[src/rtl/cba_pkg.sv]
package cba_pkg;

  typedef struct packed {
    logic prop;
    logic gen;
  } cba_pg_t;

  function automatic int unsigned cba_slices(input int unsigned width, input int unsigned slice);
    return width / slice;
  endfunction

endpackage

[src/rtl/cba_pg_cell.sv]
module cba_pg_cell
  import cba_pkg::*;
(
  input  logic    bit_a,
  input  logic    bit_b,
  output cba_pg_t pg
);

  // propagate is exclusive-or, generate is and
  always_comb begin
    pg.prop = bit_a ^ bit_b;
    pg.gen  = bit_a & bit_b;
  end

endmodule

[src/rtl/cba_group.sv]
module cba_group
  import cba_pkg::*;
#(
  parameter int unsigned M = 4
) (
  input  logic [M-1:0] a,
  input  logic [M-1:0] b,
  input  logic         cin,
  output logic [M-1:0] sum,
  output logic         cout
);

  cba_pg_t [M-1:0] pg;
  logic    [M:0]   chain;
  logic    [M-1:0] prop_vec;
  logic            skip;

  assign chain[0] = cin;

  for (genvar k = 0; k < M; k++) begin : g_bit
    cba_pg_cell u_pg (
      .bit_a (a[k]),
      .bit_b (b[k]),
      .pg    (pg[k])
    );
    assign prop_vec[k]  = pg[k].prop;
    // ripple step and sum bit
    assign chain[k+1]   = pg[k].gen | (pg[k].prop & chain[k]);
    assign sum[k]       = pg[k].prop ^ chain[k];
  end

  // bypass select
  assign skip = &prop_vec;
  assign cout = skip ? cin : chain[M];

  always_comb begin
    if (skip) begin
      p_bypass_sum_r4: assert (sum == {M{~cin}});
    end
    p_slice_arith_r6: assert ({cout, sum} == ({1'b0, a} + {1'b0, b} + (M+1)'(cin)));
  end

endmodule

[src/rtl/cba_core.sv]
module cba_core
  import cba_pkg::*;
#(
  parameter int unsigned N = 16,
  parameter int unsigned M = 4
) (
  input  logic [N-1:0] a,
  input  logic [N-1:0] b,
  input  logic         cin,
  output logic [N-1:0] sum,
  output logic         cout
);

  localparam int unsigned SLICES = cba_slices(N, M);

  // elaboration-time shape check
  if (M < 1 || (N % M) != 0) begin : g_bad_shape
    $error("cba_core: width %0d is not a whole number of %0d-bit slices", N, M);
  end

  logic [SLICES:0] link;
  assign link[0] = cin;

  for (genvar s = 0; s < SLICES; s++) begin : g_slice
    cba_group #(.M(M)) u_slice (
      .a    (a[s*M +: M]),
      .b    (b[s*M +: M]),
      .cin  (link[s]),
      .sum  (sum[s*M +: M]),
      .cout (link[s+1])
    );
  end

  assign cout = link[SLICES];

  always_comb begin
    p_full_sum_r6: assert ({cout, sum} == ({1'b0, a} + {1'b0, b} + (N+1)'(cin)));
  end

endmodule

[src/rtl/cba_adder.sv]
module cba_adder #(
  parameter int unsigned N = 16,
  parameter int unsigned M = 4
) (
  input  logic         clk,
  input  logic         rst,
  input  logic [N-1:0] op_a,
  input  logic [N-1:0] op_b,
  input  logic         carry_in,
  output logic [N-1:0] sum_q,
  output logic         carry_out_q
);

  logic [N-1:0] sum_c;
  logic         cout_c;

  cba_core #(.N(N), .M(M)) u_core (
    .a    (op_a),
    .b    (op_b),
    .cin  (carry_in),
    .sum  (sum_c),
    .cout (cout_c)
  );

  // output register with synchronous clear
  always_ff @(posedge clk) begin
    if (rst) begin
      sum_q       <= '0;
      carry_out_q <= 1'b0;
    end else begin
      sum_q       <= sum_c;
      carry_out_q <= cout_c;
    end
  end

  p_reset_clear_r8: assert property (@(posedge clk) disable iff (rst)
    $past(rst) |-> (sum_q == '0 && carry_out_q == 1'b0));

  p_one_cycle_r7: assert property (@(posedge clk) disable iff (rst)
    !$past(rst) |-> ({carry_out_q, sum_q} ==
      ({1'b0, $past(op_a)} + {1'b0, $past(op_b)} + (N+1)'($past(carry_in)))));

  p_zero_operands_r6: assert property (@(posedge clk) disable iff (rst)
    (!$past(rst) && $past(op_a) == '0 && $past(op_b) == '0) |-> (sum_q == N'($past(carry_in)) && !carry_out_q));

endmodule

[config.mk]
export PLATFORM = sky130hd
export DESIGN_NAME = cba_adder
export DESIGN_NICKNAME = d
export VERILOG_FILES = /design/src/rtl/cba_pkg.sv /design/src/rtl/cba_pg_cell.sv /design/src/rtl/cba_group.sv /design/src/rtl/cba_core.sv /design/src/rtl/cba_adder.sv
export SDC_FILE = /design/constraint.sdc
export NUM_CORES = 1
export LEC_CHECK = 0
export BUFFER_PORTS_ARGS = -buffer_cell sky130_fd_sc_hd__buf_2
export CORE_MARGIN = 2
export CORE_UTILIZATION = 47
export CTS_BUF_LIST = sky130_fd_sc_hd__clkbuf_4
export DETAILED_ROUTE_END_ITERATION = 8
export PLACE_DENSITY = 0.81
export SYNTH_ARGS = -nofsm -noshare
export SYNTH_HDL_FRONTEND = slang
export SYNTH_SLANG_ARGS = --single-unit
export TNS_END_PERCENT = 30
[constraint.sdc]
create_clock -name clk -period 7.54 [get_ports clk]
set_input_delay 0 -clock clk [delete_from_list [all_inputs] [get_ports clk]]
set_output_delay 0 -clock clk [all_outputs]
set_load 0.1 [all_outputs]
==> results.yml <==
clocking:
  post_cts.repair.setup_buffers: 0
  tritoncts: "yes"
  ctsHoldBuffers: 0
  numCtsBuffers: 3
  path_clk_slew_ps: 100
  h-tree-depth: 1
  post_cts_resized: 0
  clock_path_buffers: 2
  cts-root-buf: "clkbuf_4"
  clock_sinks: 17
routing:
  route.detailed.drc: 0
  drt-initial-drc-count: 3
  wl_per_cell_um: 11.9
  wl_um: 2020
  firstDrtPassIters: 4
  drt-vias-per-instance: 4.67
  antenna_left: 0
  num_vias: 790
sta:
  setup-tns-final_ps: 0
  hold_viol: 0
  finalCritPeriodShare_pct: 92.5
  maxSlewViolCount: 0
  relSlewSlack_pct: 67.6
  finalSetupViolCount: 0
  rsz0062_at_grt: "no"
  finalCriticalPeriod_ps: 6980
  worstMarginPinSlew_ps: 489
  max_freq_mhz: 143
yosys:
  synth_cells: 87
  yosysSeqAreaShare_pct: 31.4
  syn_avg_cell_area_um2: 12.5
  synth_nets: 154
  yosys_warnings: 0
  synth_xor_area_share_pct: 0
  yosysUniqueCellTypes: 14
  synth_area_um2: 1080
  synth-adder-area-share_pct: 48.0
  synth_compound_area_share_pct: 3.46
  yosys_register_bits: 17
  synth_top_family_by_area: "adder cells"
  synth_mux_area_share_pct: 1.39
  synthSimpleGateAreaFrac_pct: 12.8
flow_run:
  max-cap-violations: 0
global_route:
  grt_pass1_vias: 824
  grt_use_met3_pct: 2.30
  grt_antenna_before_repair: 0
  overflow: 0
  grt_use_met1_pct: 20.7
  busiest_layer: "met2"
  use_met2_pct: 32.5
  track_usage_pct: 17.6
  grt_max_degree: 18
  grt_pass1_wl_um: 3550
setup_path:
  crit_type: "input port to register"
  path_max_fanout: 3
  crit_arrival_ps: 7200
  cp-start-kind: "input port"
  startpoint: "op_a[0]"
  end_kind: "register"
  required_ps: 7760
power:
  p_switching_mw: 0.148
  clkPwrFrac_pct: 15.0
  ir_drop_mv: 0.118
  combPwrFrac_pct: 50.7
  p_seq_share_pct: 34.3
  power_density_nw_per_um2: 218
  swShare_pct: 48.5
  power_leakage_nw: 0.720
  internal_power_mw: 0.157
run_status:
  outcome: "finished, final reports clean"
placement:
  dp.cells: 165
  hpwl_um: 1780
  numPortBuffers: 51
  place_congestion: 0.738
hold_path:
  hold_start: "rst"
  min_to: "sum_q[15]"
  min_delay_path_depth: 2
  hold_class: "input port to register"
cells_and_area:
  antenna_cells: 0
  area_delta_synth_final_pct: 28.9
  regArea_um2: 340
  finalNonFillerCells: 169
  nFillCells: 187
  drive_gt1_share_pct: 41.1
  multiInputGateArea_um2: 712
  fin_nets: 209
floorplanning:
  io_pins: 52
  coreArea_um2: 2190
  die_y_um: 52.0
  die_x_um: 52.0
  rows: 17
  dieArea_um2: 2710
  start_util_pct: 49.5
## how the worst max path moves through the flow
stage | end | slack [ps] | depth (start not counted)
after floorplan | sum_q[15] | 780 | 25
after global placement | sum_q[15] | 460 | 26
after detailed placement | sum_q[15] | 260 | 26
after CTS | sum_q[15] | 550 | 26
after global routing | sum_q[15] | 210 | 26
final | sum_q[15] | 560 | 26
## placed cells by master, fill, tap and decap left out, types with 2 or more instances in the layout
cell / netlist / routed
inv_1: 7 / 7
buf_2: 0 / 51
clkbuf_4: 0 / 3
nand2_1: 2 / 2
nand4_1: 4 / 4
nor2_1: 5 / 5
dfxtp_1: 17 / 17
nor2b_1: 14 / 14
ha_1: 16 / 16
fa_1: 16 / 16
## cells by family after synthesis
family                     after synthesis
adders and majority gates               32
AOI/OAI and AO/OA                        4
buffers and inverters                    8
muxes                                    1
DFF                                     17
and+or+nand+nor                         25
## state kept, by name (all words and copies together), names as in the netlist
name	count
carry_out_q	1
sum_q	16
## cells in the mapped netlist
cell type	n	area, um^2
nor2b_1	14	87.6
a41oi_1	1	8.76
nand2_1	2	7.51
o21ai_2	1	8.76
clkbuf_2	1	5.00
nor2_1	5	18.8
a21oi_1	1	5.00
nand4_1	4	25.0
mux2_4	1	15.0
dfxtp_1	17	340
a221oi_2	1	15.0
ha_1	16	200
fa_1	16	320
inv_1	7	26.3
## metal layers
| layer | vias to the layer above | wire, um | part of all wire (%) |
|---|---|---|---|
| li1 | 378 | - | - |
| met1 | 384 | 769 | 38 |
| met2 | 26 | 1130 | 56 |
| met3 | 2 | 99 | 4.9 |
| met4 | 0 | 21 | 1.0 |
| met5 | - | 0 | 0 |
## final cells by class
class	count	share of cell area [%]
tap	28	2.51
multi-input combinational	62	51.0
sequential	17	24.4
clock inverter	1	0.358
timing repair buffer	51	18.3
clock buffer	3	1.61
inverter	7	1.88
## metrics by stage
| stage | power, mW | worst slack, ps | util [%] | area, um^2 | hold slack (ps) |
|---|---|---|---|---|---|
| after floorplan | 0.227 | 780 | - | 1080 | 71.6 |
| after global placement | 0.258 | 455 | 62.5 | 1370 | 355 |
| after detailed placement | 0.262 | 262 | 62.5 | 1370 | 362 |
| after CTS | 0.308 | 552 | 63.7 | 1400 | 67.6 |
| after global routing | 0.324 | 212 | 63.7 | 1400 | 93.4 |
| final | 0.305 | 564 | 63.7 | 1400 | 66.0 |
## power by group through the flow
stage | Combinational (mW) | Clock, mW | Sequential (mW)
after detailed placement | 0.156 | 0 | 0.107
final | 0.155 | 0.0458 | 0.104
after CTS | 0.156 | 0.0476 | 0.105
after floorplan | 0.0313 | 0 | 0.195
after global routing | 0.166 | 0.0521 | 0.106
after global placement | 0.152 | 0 | 0.106
## worst max-delay path, cell delays in order
cell and delay, ps:
buf_2 110, inv_1 80, fa_1 180, inv_1 50
fa_1 370, fa_1 390, fa_1 370, mux2_4 290
fa_1 380, fa_1 400, fa_1 390, fa_1 360
a41oi_1 230, nor2_1 100, fa_1 390, fa_1 400
fa_1 410, fa_1 400, nand2_1 80, nand2_1 80
fa_1 390, fa_1 390, fa_1 360, inv_1 80
fa_1 410, nor2_1 100
Power figures use the tool's default switching activity.
